`src/rtl/nvsum_pkg.sv`:
```
package nvsum_pkg;
  localparam logic [15:0] ACC_SEED = 16'hFFFF;

  typedef enum logic [2:0] {
    ST_IDLE,
    ST_RD,
    ST_CAP,
    ST_TAIL,
    ST_WHI,
    ST_WLO
  } seq_state_e;
endpackage

```
`src/rtl/nvsum_fold.sv`:
```
module nvsum_fold (
  input  logic [15:0] prev_i,
  input  logic [15:0] val_i,
  output logic [15:0] next_o
);
  logic [15:0] diff;
  logic [15:0] lo_n;
  logic [15:0] mix_n;

  always_comb begin
    diff   = prev_i ^ val_i;
    lo_n   = {12'h000, diff[3:0]};
    mix_n  = {12'h000, diff[7:4] ^ diff[3:0]};
    next_o = {8'h00, prev_i[15:8]}
           ^ (lo_n << 3) ^ (lo_n << 8)
           ^ mix_n ^ (mix_n << 7) ^ (mix_n << 12);
  end
endmodule

```
`src/rtl/nvsum_seq.sv`:
```
module nvsum_seq
  import nvsum_pkg::*;
#(
  parameter int ADDR_W = 16,
  parameter int CNT_W  = 16
) (
  input  logic              clk_i,
  input  logic              rst_ni,
  input  logic              start_i,
  input  logic [ADDR_W-1:0] start_addr_i,
  input  logic [CNT_W-1:0]  count_i,
  input  logic [ADDR_W-1:0] dest_addr_i,
  input  logic              write_back_i,
  input  logic [7:0]        mem_rdata_i,
  input  logic [15:0]       fold_next_i,
  output logic [15:0]       acc_o,
  output logic [15:0]       fold_val_o,
  output logic [ADDR_W-1:0] mem_addr_o,
  output logic              mem_rd_o,
  output logic              mem_wr_o,
  output logic [7:0]        mem_wdata_o,
  output logic              busy_o,
  output logic              done_o
);
  localparam int REM_W = CNT_W + 1;

  seq_state_e        state_q;
  logic [ADDR_W-1:0] ptr_q, dest_q;
  logic [REM_W-1:0]  remain_q;
  logic              wb_q, odd_q, first_q;
  logic [7:0]        held_q;
  logic [15:0]       acc_q;

  logic [CNT_W-1:0]  even_part;
  logic [REM_W-1:0]  reads_needed;

  always_comb begin
    even_part    = {count_i[CNT_W-1:1], 1'b0};
    reads_needed = (even_part != '0) ? ({1'b0, even_part} + REM_W'(1))
                                     : {{CNT_W{1'b0}}, count_i[0]};
  end

  // tail word pads the low byte with zero
  assign fold_val_o  = (state_q == ST_TAIL) ? {held_q, 8'h00} : {held_q, mem_rdata_i};
  assign acc_o       = acc_q;
  assign busy_o      = (state_q != ST_IDLE);
  assign mem_rd_o    = (state_q == ST_RD);
  assign mem_wr_o    = (state_q == ST_WHI) || (state_q == ST_WLO);
  assign mem_wdata_o = (state_q == ST_WHI) ? acc_q[15:8] : acc_q[7:0];

  always_comb begin
    unique case (state_q)
      ST_WHI:  mem_addr_o = dest_q;
      ST_WLO:  mem_addr_o = dest_q + ADDR_W'(1);
      default: mem_addr_o = ptr_q;
    endcase
  end

  always_ff @(posedge clk_i or negedge rst_ni) begin
    if (!rst_ni) begin
      state_q  <= ST_IDLE;
      ptr_q    <= '0;
      dest_q   <= '0;
      remain_q <= '0;
      wb_q     <= 1'b0;
      odd_q    <= 1'b0;
      first_q  <= 1'b0;
      held_q   <= '0;
      acc_q    <= ACC_SEED;
      done_o   <= 1'b0;
    end else begin
      done_o <= 1'b0;
      unique case (state_q)
        ST_IDLE: begin
          if (start_i) begin
            acc_q    <= ACC_SEED;
            ptr_q    <= start_addr_i;
            dest_q   <= dest_addr_i;
            wb_q     <= write_back_i;
            odd_q    <= count_i[0];
            remain_q <= reads_needed;
            first_q  <= 1'b1;
            if (reads_needed != '0)  state_q <= ST_RD;
            else if (write_back_i)   state_q <= ST_WHI;
            else                     done_o  <= 1'b1;
          end
        end
        ST_RD: state_q <= ST_CAP;
        ST_CAP: begin
          held_q   <= mem_rdata_i;
          first_q  <= 1'b0;
          if (!first_q) acc_q <= fold_next_i;
          ptr_q    <= ptr_q + ADDR_W'(1);
          remain_q <= remain_q - REM_W'(1);
          if (remain_q != REM_W'(1)) state_q <= ST_RD;
          else if (odd_q)            state_q <= ST_TAIL;
          else if (wb_q)             state_q <= ST_WHI;
          else begin
            state_q <= ST_IDLE;
            done_o  <= 1'b1;
          end
        end
        ST_TAIL: begin
          acc_q <= fold_next_i;
          if (wb_q) state_q <= ST_WHI;
          else begin
            state_q <= ST_IDLE;
            done_o  <= 1'b1;
          end
        end
        ST_WHI: state_q <= ST_WLO;
        ST_WLO: begin
          state_q <= ST_IDLE;
          done_o  <= 1'b1;
        end
        default: state_q <= ST_IDLE;
      endcase
    end
  end

  AST_RD_SPACED: assert property (@(posedge clk_i) disable iff (!rst_ni)
    mem_rd_o |=> !mem_rd_o);
  AST_RD_IN_BUSY: assert property (@(posedge clk_i) disable iff (!rst_ni)
    mem_rd_o |-> busy_o);
  AST_NO_RD_WR: assert property (@(posedge clk_i) disable iff (!rst_ni)
    !(mem_rd_o && mem_wr_o));
  AST_WB_ORDER: assert property (@(posedge clk_i) disable iff (!rst_ni)
    (mem_wr_o && !$past(mem_wr_o)) |=> (mem_wr_o && mem_addr_o == $past(mem_addr_o) + ADDR_W'(1)));
  AST_ZERO_NO_RD: assert property (@(posedge clk_i) disable iff (!rst_ni)
    (start_i && !busy_o && count_i == '0) |=> !mem_rd_o);
  AST_DONE_PULSE: assert property (@(posedge clk_i) disable iff (!rst_ni)
    done_o |=> !done_o);
  AST_DONE_IDLE: assert property (@(posedge clk_i) disable iff (!rst_ni)
    done_o |-> !busy_o);
endmodule

```
`src/rtl/nvsum_engine.sv`:
```
module nvsum_engine #(
  parameter int ADDR_W = 16,
  parameter int CNT_W  = 16
) (
  input  logic              clk_i,
  input  logic              rst_ni,
  input  logic              start_i,
  input  logic [ADDR_W-1:0] start_addr_i,
  input  logic [CNT_W-1:0]  count_i,
  input  logic [ADDR_W-1:0] dest_addr_i,
  input  logic              write_back_i,
  output logic [ADDR_W-1:0] mem_addr_o,
  output logic              mem_rd_o,
  input  logic [7:0]        mem_rdata_i,
  output logic              mem_wr_o,
  output logic [7:0]        mem_wdata_o,
  output logic              busy_o,
  output logic              done_o,
  output logic [15:0]       result_o
);
  logic [15:0] acc, fold_val, fold_next;

  nvsum_seq #(.ADDR_W(ADDR_W), .CNT_W(CNT_W)) seq_i (
    .clk_i        (clk_i),
    .rst_ni       (rst_ni),
    .start_i      (start_i),
    .start_addr_i (start_addr_i),
    .count_i      (count_i),
    .dest_addr_i  (dest_addr_i),
    .write_back_i (write_back_i),
    .mem_rdata_i  (mem_rdata_i),
    .fold_next_i  (fold_next),
    .acc_o        (acc),
    .fold_val_o   (fold_val),
    .mem_addr_o   (mem_addr_o),
    .mem_rd_o     (mem_rd_o),
    .mem_wr_o     (mem_wr_o),
    .mem_wdata_o  (mem_wdata_o),
    .busy_o       (busy_o),
    .done_o       (done_o)
  );

  nvsum_fold fold_i (
    .prev_i (acc),
    .val_i  (fold_val),
    .next_o (fold_next)
  );

  assign result_o = acc;
endmodule

```
`config.mk`:
```
export PLATFORM = sky130hd
export DESIGN_NAME = nvsum_engine
export DESIGN_NICKNAME = d
export VERILOG_FILES = /design/src/rtl/nvsum_pkg.sv /design/src/rtl/nvsum_fold.sv /design/src/rtl/nvsum_seq.sv /design/src/rtl/nvsum_engine.sv
export SDC_FILE = /design/constraint.sdc
export NUM_CORES = 1
export LEC_CHECK = 0
export CAP_MARGIN = 30
export CORE_UTILIZATION = 39
export DETAILED_ROUTE_END_ITERATION = 10
export HOLD_SLACK_MARGIN = 0.05
export PLACE_DENSITY_LB_ADDON = 0.05
export SLEW_MARGIN = 10
export SYNTH_ARGS = -nofsm -noshare
export SYNTH_HDL_FRONTEND = slang
export SYNTH_HIERARCHICAL = 1
export SYNTH_SLANG_ARGS = --single-unit
export TNS_END_PERCENT = 5
```
`constraint.sdc`:
```
create_clock -name clk_i -period 2.6 [get_ports clk_i]
set_input_delay 0.39 -clock clk_i [delete_from_list [all_inputs] [get_ports clk_i]]
set_output_delay 0.39 -clock clk_i [all_outputs]
set_load 0.1 [all_outputs]
```
==> impl_metrics.env <==
export IMPL_cp_top_family="simple AND/OR/NAND/NOR gates"
export IMPL_grt_max_degree=46
export IMPL_cts_sinks=72
export IMPL_final_core_util_pct=56.2
export IMPL_hold_violations=0
export IMPL_seqCellArea_sq_mm=0.00182
export IMPL_ios=104
export IMPL_cts_tree="built"
export IMPL_cp_required_ns=2.21
export IMPL_vias=4107
export IMPL_fmax_mhz=398
export IMPL_place_congestion=0.865
export IMPL_ant_nets=0
export IMPL_p_per_area_mw_per_mm2=1350
export IMPL_wl_per_cell_um=16.6
export IMPL_worst_slew_pin_slew_ns=0.753
export IMPL_h_tree_depth=3
export IMPL_final_max_slew_viol_count=0
export IMPL_cts_buffers=9
export IMPL_cp_start_kind="register"
export IMPL_critical_path_cell_chain="nand4_1 > nor4_1 > xnor2_1 > o21ai_1 > buf_12"
export IMPL_layout_min_cycle_time_ns=2.51
export IMPL_nets=664
export IMPL_ir_worst_vdd_v=0.00137
export IMPL_setup_viol=0
export IMPL_avgSynthCellArea_sq_um=9.21
export IMPL_multi_input_area_sq_mm=0.00262
export IMPL_start_util_pct=40.1
export IMPL_die_area_sq_mm=0.0122
export IMPL_crit_arrival_ns=2.12
export IMPL_worst_path_stages=5
export IMPL_regToRegSetupSlack_ns=0.35
export IMPL_cp_slowest_stage_delay_ns=0.44
export IMPL_fp_dieW_um=110
export IMPL_drive_above_1_share_pct=22.1
export IMPL_hpwl_um=9090
export IMPL_setup_tns_ns=0
export IMPL_insertion_delay_ns=0.34
export IMPL_antenna_found_initial=0
export IMPL_antenna_cells=0
export IMPL_syn_to_final_growth_pct=40.1
export IMPL_overflow=0
export IMPL_rr_endpoint="seq_i/acc_o[9]"
export IMPL_drt_wl_total_um=12400
export IMPL_drtPass1Iterations=4
export IMPL_r2r_start="seq_i/state_q[2]"
export IMPL_status="completed"
export IMPL_crit_fanout=9
export IMPL_drc=0
export IMPL_post_place_cells=732
export IMPL_cp_end_kind="primary output"
export IMPL_fillCellCount=1013
export IMPL_slowest_stage="dfrtp_1"
export IMPL_hold_class="primary input to asynchronous set/reset pin"
export IMPL_viasPerCell=5.49
export IMPL_initialDrtViolationCount=160
export IMPL_grt_use_total_pct=21.5
export IMPL_cap_viol_max_count=0
export IMPL_port_buffers=103
export IMPL_timing_final_crit_share_pct=96.5
export IMPL_cts_root_buffer="clkbuf_16"
export IMPL_cts_path_max_buffers=2
export IMPL_fp_coreArea_sq_mm=0.0114
export IMPL_grt_pass1_vias=3940
export IMPL_grt_pass1_wl_um=19600
export IMPL_critPathBufInv=1
export IMPL_final_cells=748
export IMPL_rsz0062_at_grt="true"
export IMPL_holdBufCountCts=0
export IMPL_syn_num_nets=561
export IMPL_num_rows=39
export IMPL_slew_headroom_pct=49.8
export IMPL_leakagePower_nw=2.68
export IMPL_ff2ff_path_depth=7
export IMPL_worstSetupPathType="register to primary output"
export IMPL_clkTransAtPathRegs_ns=0.06
export IMPL_die_h_um=110
export IMPL_post_synth_instance_area_sq_mm=0.00458
export IMPL_skew_ns=0.00821
export IMPL_syn_inst=497
export IMPL_synth_warning_count=6
[placed cells by master, fill, tap and decap left out, types with 3 or more instances in the layout]
| cell | n |
|---|---|
| o21ai_0 | 10 |
| clkbuf_16 | 9 |
| nand2_1 | 98 |
| dfrtp_1 | 56 |
| o211ai_1 | 20 |
| nor3_1 | 11 |
| nand4_1 | 14 |
| or3_1 | 5 |
| or4_1 | 4 |
| a221o_1 | 5 |
| xor3_1 | 6 |
| a21oi_1 | 10 |
| xnor3_1 | 3 |
| xnor2_2 | 3 |
| o311ai_1 | 9 |
| nand2b_1 | 17 |
| nand3_1 | 18 |
| ha_1 | 4 |
| dfstp_2 | 16 |
| mux2_2 | 24 |
| nor2_1 | 24 |
| and2_1 | 8 |
| o21ai_1 | 17 |
| xor2_1 | 8 |
| xnor2_1 | 16 |
| inv_1 | 12 |
| nor4_1 | 9 |
| buf_4 | 31 |
| buf_12 | 29 |
| clkdlybuf4s50_1 | 58 |
| bufinv_16 | 3 |
[registers in the layout (all words and copies together) (netlist names)]
name	count
seq_i/state_q	3
seq_i/dest_q	16
seq_i/wb_q	1
seq_i/done_o	1
seq_i/first_q	1
seq_i/remain_q	17
seq_i/ptr_q	16
seq_i/odd_q	1
seq_i/acc_o	16
[per-layer routing]
metal  GRT usage (%)  wire length, um
met5               0                0
met4            8.74              221
met3            4.47              677
met2            34.6             5760
met1            28.2             5730
[through the flow]
| stage | area [sq um] | setup WS, ns | total power, mW | hold slack [ns] |
|---|---|---|---|---|
| after floorplan | 4580 | -0.512 | 5.79 | 0.0944 |
| after global placement | 6050 | 0.364 | 7.18 | 0.497 |
| after detailed placement | 6050 | 0.294 | 7.23 | 0.499 |
| after CTS | 6410 | 0.0788 | 8.75 | 0.146 |
| after global routing | 6410 | -0.0689 | 9.11 | 0.180 |
| final | 6410 | 0.0903 | 8.68 | 0.120 |
[where the power goes]
group          leakage (nW)  switching (mW)  internal [mW]
Combinational          1.70            3.16           2.06
Sequential            0.806           0.428           1.57
Clock                 0.172           0.483          0.988
Total                  2.68            4.07           4.62
[worst max path at each step]
stage                startpoint             end  slack, ns
4_1_cts         seq_i/dest_q[3]  mem_addr_o[13]       0.08
5_1_grt         seq_i/dest_q[4]  mem_addr_o[12]      -0.07
3_3_place_gp            start_i  seq_i/ptr_q[6]       0.36
2_1_floorplan  seq_i/state_q[0]        mem_rd_o      -0.51
6_report        seq_i/dest_q[3]  mem_addr_o[13]       0.09
3_5_place_dp            start_i  seq_i/ptr_q[6]       0.29
[layout make-up]
type	count	share of cell area [%]
Clock buffer	11	3.94
Clock inverter	5	1.60
Inverter	12	0.702
Multi-Input combinational cell	386	40.8
Sequential cell	72	28.4
Tap cell	143	2.79
Timing Repair Buffer	119	21.8
[worst register-to-register path: stages (launching register included)]
cell and delay [ns]:
dfrtp_1 0.37, nor2b_1 0.15, nand2_1 0.20, and2_1 0.25, xnor2_2 0.35, xnor3_1 0.45
nand2b_1 0.14, mux2_2 0.27
[what timing repair did]
| action | 4_1_cts | 5_1_grt |
|---|---|---|
| resized for setup | 0 | 1 |
| setup buffers | 0 | 0 |
| hold endpoints to repair | 0 | 0 |
| endpoints found under the setup margin | 0 | 3 |
No activity file was read; power rests on OpenSTA's default activity.
